<file path="src/rtl/uint_to_float.sv">
module uint_to_float #(
  parameter int SRC_W = 64,
  parameter bit DBL   = 1'b0
) (
  input  logic                                         clk,
  input  logic                                         rst_n,
  input  logic                                         in_valid,
  input  logic [SRC_W-1:0]                             in_data,
  input  logic [1:0]                                   rnd_mode,
  input  logic                                         trap_en,
  input  logic                                         clr_flag,
  output logic                                         out_valid,
  output logic [(DBL ? 64 : 32)-1:0]                   out_result,
  output logic                                         inexact_trap,
  output logic                                         inexact_flag
);
  localparam int EXP_W  = DBL ? 11 : 8;
  localparam int FRAC_W = DBL ? 52 : 23;
  localparam int RES_W  = 1 + EXP_W + FRAC_W;
  localparam int BIAS   = (1 << (EXP_W - 1)) - 1;
  localparam int IDX_W  = $clog2(SRC_W);
  localparam int EW     = SRC_W + FRAC_W;
  localparam bit EXACT  = (SRC_W - 1) <= FRAC_W;

  logic [IDX_W-1:0] top;
  always_comb begin
    top = '0;
    for (int i = 0; i < SRC_W; i++)
      if (in_data[i]) top = i[IDX_W-1:0];
  end

  logic             is_zero;
  logic [IDX_W-1:0] lsh;
  logic [SRC_W-1:0] norm;
  logic [EW-1:0]    ext;
  logic [FRAC_W-1:0] frac;
  logic [EXP_W-1:0] expo;
  logic             grd, stk, inexact, rnd_up;
  logic [RES_W-1:0] res_n;

  assign is_zero = (in_data == '0);
  assign lsh     = IDX_W'(SRC_W - 1) - top;
  assign norm    = in_data << lsh;
  assign ext     = {norm[SRC_W-2:0], {(FRAC_W+1){1'b0}}};
  assign frac    = ext[EW-1 -: FRAC_W];
  assign grd     = ext[EW-1-FRAC_W];
  assign stk     = |ext[EW-2-FRAC_W:0];
  assign inexact = !is_zero && (grd || stk);
  assign expo    = EXP_W'(BIAS) + EXP_W'(top);

  always_comb begin
    case (rnd_mode)
      2'b00:   rnd_up = grd && (stk || frac[0]);
      2'b10:   rnd_up = inexact;
      default: rnd_up = 1'b0;
    endcase
  end

  assign res_n = is_zero ? '0 : ({1'b0, expo, frac} + RES_W'(rnd_up));

  always_ff @(posedge clk or negedge rst_n) begin
    if (!rst_n) begin
      out_valid    <= 1'b0;
      out_result   <= '0;
      inexact_trap <= 1'b0;
      inexact_flag <= 1'b0;
    end else begin
      out_valid    <= in_valid;
      inexact_trap <= in_valid && inexact && trap_en;
      if (in_valid) out_result <= res_n;
      if (in_valid && inexact && !trap_en) inexact_flag <= 1'b1;
      else if (clr_flag)                   inexact_flag <= 1'b0;
    end
  end

  p_latency_r4: assert property (@(posedge clk) disable iff (!rst_n)
    in_valid |=> out_valid);
  p_hold_r4: assert property (@(posedge clk) disable iff (!rst_n)
    !in_valid |=> $stable(out_result));
  p_sign_r2: assert property (@(posedge clk) disable iff (!rst_n)
    out_valid |-> !out_result[RES_W-1]);
  p_zero_r1: assert property (@(posedge clk) disable iff (!rst_n)
    (in_valid && in_data == '0) |=> (out_result == '0 && !inexact_trap));
  p_trap_off_r10: assert property (@(posedge clk) disable iff (!rst_n)
    (in_valid && !trap_en) |=> !inexact_trap);
  p_sticky_r11: assert property (@(posedge clk) disable iff (!rst_n)
    (inexact_flag && !clr_flag) |=> inexact_flag);
  p_exact_r12: assert property (@(posedge clk) disable iff (!rst_n)
    (in_valid && EXACT) |=> (!inexact_trap && $stable(inexact_flag)));
endmodule

</file>
<file path="config.mk">
export PLATFORM = sky130hd
export DESIGN_NAME = uint_to_float
export DESIGN_NICKNAME = d
export VERILOG_FILES = /design/src/rtl/uint_to_float.sv
export SDC_FILE = /design/constraint.sdc
export NUM_CORES = 1
export LEC_CHECK = 0
export BUFFER_PORTS_ARGS = -buffer_cell sky130_fd_sc_hd__buf_2
export CORE_ASPECT_RATIO = 1.25
export CORE_UTILIZATION = 50
export DETAILED_ROUTE_END_ITERATION = 16
export GPL_ROUTABILITY_DRIVEN = 0
export HOLD_SLACK_MARGIN = 0.03
export PLACE_DENSITY_LB_ADDON = 0.12
export SLEW_MARGIN = 20
export SYNTH_ARGS = -nofsm -noshare
export SYNTH_HDL_FRONTEND = slang
export SYNTH_SLANG_ARGS = --single-unit
export TNS_END_PERCENT = 100
</file>
<file path="constraint.sdc">
create_clock -name clk -period 1.8 [get_ports clk]
set_input_delay 0.27 -clock clk [delete_from_list [all_inputs] [get_ports clk]]
set_output_delay 0.27 -clock clk [all_outputs]
set_load 0.01 [all_outputs]
</file>
==> summary.txt, run 1 <==
=================================================================================
Library cell occupying the most area in the post-synthesis netlist        mux2i_1
Gr ovfl total                                                                 231
Number of enable flip-flop cells after synthesis                                0
Register area share after synthesis                                         10.5%
Post-Syn Nets                                                                1208
Worst endpoint type                                                  register data pin
GRT Overall Usage                                                           80.0%
First Err                                                            [ERROR GRT-0232] Routing congestion too high. Check the congestion heatmap in the GUI.
Largest cells by area after synthesis                                mux2i_1, dfrtp_1, nand2_1, nor2_1, a21oi_1
Async S/R FF share, synth                                                    100%
Ports placed on the boundary                                                  106
Number of buffers inserted by port buffering                                  105
Die width                                                                  118 um
Cell area after synthesis                                                8380 um2
Clock root buffer master                                                clkbuf_16
Row count                                                                      52
Number of levels the H-tree was split into                                      2
Cts hold-fix bufs                                                               0
Synthesized flop and latch total                                               35
Endpoint pin with the least setup slack after global-route repair    out_result[6]$_DFFE_PN0P_/D
TritonCTS buffer count                                                          5
Maximum number of pins on one net before global-route repair                   36
Clock tree sinks                                                               35
Number of distinct library cells after synthesis                               97
Number of cells produced by synthesis                                        1133
Initial standard-cell utilization of the core                               51.5%
Cell with the most instances after synthesis                              mux2i_1
Stop stage                                                                5_1_grt
Avg Cell Area, Syn                                                       7.39 um2
Overall die height                                                         147 um
Most common library cells after synthesis                            mux2i_1, nand2_1, nor2_1, a21oi_1, nand3_1
Area fraction of the dominant cell type after synthesis                     15.4%
Yosys warning count                                                             0
Ys flop type                                                              dfrtp_1
Maximum clock path buffer count                                                 2
DP Wirelength                                                             33.7 mm
Run status                                                           stopped before the end
=================================================================================
==> what timing repair did <==
item,in CTS
pin swaps,61
setup buffers,33
gates resized for setup,109
setup endpoints to repair,33
gates cloned,5
==> layer usage <==
metal / GRT usage (%) / GRT overflow
met5: 16.5 / 0
met3: 63.5 / 1
met1: 79.3 / 3
met4: 83.7 / 75
met2: 98.2 / 152
==> through the flow <==
step	util, %	std cells	setup slack [ns]	setup TNS, ns	instance area (um2)
3_3_place_gp	77.2	1833	-3.35	-101.25	12600
2_1_floorplan	-	1133	-2.77	-81.96	8740
4_1_cts	83.8	1878	-2.76	-84.19	13600
3_5_place_dp	77.2	1833	-3.45	-103.58	12600
==> logic make-up after synthesis <==
logic type,synth area share [%]
AO/OA/AOI/OAI,33.9
XOR/XNOR,2.82
adder cells (fa/ha/maj),0.597
buffers and inverters,7.99
flip-flops,10.5
multiplexers,19.0
AND/OR/NAND/NOR,25.2
==> inputs of run 2 (changes only) <==
CORE_ASPECT_RATIO = unset   (was 1.25)
CORE_UTILIZATION = 35   (was 50)
HOLD_SLACK_MARGIN = unset   (was 0.03)
PLACE_DENSITY_LB_ADDON = 0.15   (was 0.12)
==> summary.txt, run 2 <==
==================================================================================
Critical path arrival                                                      4.96 ns
Type of element capturing the critical path                              flip-flop
Initial antenna violation count                                                  1
Cell chain of the critical path                                       buf_6, or4_4, or3_4, o21a_4, buf_12, buf_6, mux2i_4, nand2_1, a211oi_2, nand2_1, a2111oi_4, a21oi_2, nor4_2, o211ai_1, a21oi_1, a31oi_2, buf_4, ha_4, and3_4, nand3b_1, xnor2_1, o2bb2ai_1
Ports placed on the boundary                                                   106
Number of hold violations in the final report                                    0
Gr ovfl total                                                                    0
Initial DRC count                                                             1517
Setup total negative slack                                               -92.11 ns
Async S/R FF share, synth                                                     100%
Max-cap violations                                                               0
Full die area                                                            24600 um2
Top library cells by usage in the layout, fill and taps aside         buf_4, nand2_1, buf_2
Run status                                                            finished, violations left
Avg Cell Area, Syn                                                        7.39 um2
Power per standard cell area                                            404 nW/um2
Yosys warning count                                                              0
Die width                                                                   157 um
Number of distinct library cells after synthesis                                97
Hold Crit Class                                                       primary input to asynchronous set/reset pin
Synthesized flop and latch total                                                35
TritonCTS clock tree                                                          done
Maximum number of pins on one net before global-route repair                    36
Cell with the most instances after synthesis                               mux2i_1
Initial standard-cell utilization of the core                                35.7%
PnR Total Power                                                            5.86 mW
Most flops, register                                                    out_result
Fraction of the cycle the final worst path needs                              267%
Ratio of routed vias to standard cells                                        6.32
Worst setup slack after layout                                            -3.00 ns
TritonCTS buffer count                                                           5
Final instance area                                                      14500 um2
Violations in the final reports                                       negative setup slack
DP Wirelength                                                              35.4 mm
Post-place instance area                                                 12800 um2
Area fraction of the dominant cell type after synthesis                      15.4%
First-pass GRT wire length                                                 68.5 mm
Diodes inserted                                                                  0
Vias in the first global route                                               11.9k
WL final                                                                   46.2 mm
Most common library cells after synthesis                             mux2i_1, nand2_1, nor2_1, a21oi_1, nand3_1
RSZ-0062 raised after global routing                                          true
Register area share after synthesis                                          10.5%
Number of buffers inserted by port buffering                                   105
Data required time at the worst endpoint                                   1.96 ns
Critical path's slowest cell                                                 or4_4
Number of levels the H-tree was split into                                       2
Total core area                                                          23500 um2
Post-Syn Nets                                                                 1208
Largest cells by area after synthesis                                 mux2i_1, dfrtp_1, nand2_1, nor2_1, a21oi_1
Fraction of final layout cells sized beyond drive strength 1                 51.9%
Number of enable flip-flop cells after synthesis                                 0
Cell area after synthesis                                                 8380 um2
Final Max Tran Viols                                                             0
Post-DR wirelength/cell                                                    22.9 um
Critical path's largest stage delay                                        0.54 ns
Final-stage net count                                                         1768
Flip-flop count of the largest register, all copies and words added             32
Ys flop type                                                               dfrtp_1
Clock root buffer master                                                 clkbuf_16
Clock latency reported for the late side of the worst-skew pair            0.28 ns
Total via count in the routed design                                         12.7k
Actual slew at the worst max-slew pin                                     0.802 ns
Number of filler cells placed in the layout                                   2063
Fmax achieved                                                              208 MHz
Row count                                                                       56
Final setup violation count                                                     33
Setup Skew                                                                    0 ns
Maximum clock path buffer count                                                  2
Leakage power of the design                                                6.53 nW
Type of the worst setup path                                          primary input to flip-flop
Leading cell type in the layout, fill and taps excluded                      buf_4
GRT Overall Usage                                                            36.3%
Critical path fanouts, max                                                       8
Startpoint kind of the worst setup timing path                        primary input
Library cell occupying the most area in the post-synthesis netlist         mux2i_1
Number of cells produced by synthesis                                         1133
Residual DRC                                                                     0
Area grow syn2layout                                                         73.0%
Worst slew margin relative to its limit                                      46.2%
Worst IR Drop VDD                                                         0.368 mV
Post-layout minimum cycle time                                             4.80 ns
Total iterations of the first detailed-routing run                               6
Overall die height                                                          157 um
Clock tree sinks                                                                35
CTS clk-pin slew, worst paths                                              0.05 ns
Final antenna-violating net count                                                0
==================================================================================
==> run 2: cell counts after synthesis <==
No cell type changed its count.
==> run 2: final timing paths <==
| kind | from | endpoint | slack, ns | cells past startpoint |
|---|---|---|---|---|
| setup / recovery | in_data[30] | out_result[17]$_DFFE_PN0P_ | -3.00 | 22 |
| hold reg to reg | out_result[1]$_DFFE_PN0P_ | out_result[1]$_DFFE_PN0P_ | 0.48 | 1 |
| hold / removal | rst_n | out_result[31]$_DFFE_PN0P_ | 0.03 | 2 |
| setup reg to reg | out_result[28]$_DFFE_PN0P_ | out_result[28]$_DFFE_PN0P_ | 0.98 | 2 |
| max in group asynchronous | rst_n | out_result[17]$_DFFE_PN0P_ | 1.45 | 2 |
| min in group clk | trap_en | inexact_flag$_DFFE_PN0P_ | 0.18 | 2 |
==> run 2: cells by family after synthesis <==
logic type	after synthesis	share of synthesized area, %
XOR/XNOR	27	2.82
multiplexers	149	19.0
AND/OR/NAND/NOR	410	25.2
flip-flops	35	10.5
AO/OA/AOI/OAI	377	33.9
buffers and inverters	131	7.99
adder cells (fa/ha/maj)	4	0.597
==> run 2: critical path, delay by kind of cell <==
family / cells / cell delay, ns
multiplexers: 1 / 0.18
XOR/XNOR: 1 / 0.12
AO/OA/AOI/OAI: 8 / 1.81
AND/OR/NAND/NOR: 7 / 1.85
adder cells (fa/ha/maj): 1 / 0.16
buffers and inverters: 4 / 0.57
==> run 2: power breakdown <==
group	total [mW]	switching [mW]	internal, mW
combinational	4.08	2.12	1.96
clock	0.836	0.324	0.511
sequential	0.943	0.0558	0.887
==> run 2: cell type report <==
| type | instances | area (um2) | area share, % |
|---|---|---|---|
| Sequential cell | 35 | 876 | 6.04 |
| Tap cell | 319 | 399 | 2.75 |
| Inverter | 24 | 97.6 | 0.673 |
| Clock buffer | 7 | 133 | 0.915 |
| Clock inverter | 1 | 5.00 | 0.0345 |
| Timing Repair Buffer | 659 | 5020 | 34.6 |
| Multi-Input combinational cell | 968 | 7970 | 55.0 |
==> run 2: layer usage <==
layer	up-vias	wire, um	global-route usage, %	part of all wire (%)
li1	5575	-	-	-
met1	5927	18100	47.0	39
met2	969	19300	54.8	42
met3	249	5610	9.00	12
met4	2	3140	20.3	6.8
met5	-	16	0	0.035
==> run 2: per-stage QoR <==
step / setup slack (ns) / util [%] / instances / hold WS, ns
final: -3.00 / 61.7 / 2013 / 0.0281
after global routing: -3.11 / 61.7 / 2013 / 0.0642
after CTS: -2.83 / 59.2 / 1999 / 0.0371
after detailed placement: -3.46 / 54.4 / 1946 / 0.336
after global placement: -3.44 / 54.4 / 1946 / 0.328
after floorplan: -2.77 / - / 1133 / -0.0256
==> run 2: what timing repair did <==
action / CTS / global route
gates resized for setup: 119 / 93
hold buffers: 0 / 0
cloned: 5 / 1
pin swaps: 42 / 62
setup endpoints to repair: 33 / 33
setup buffers: 41 / 17
Note: power is estimated with default switching activity, not from simulation.
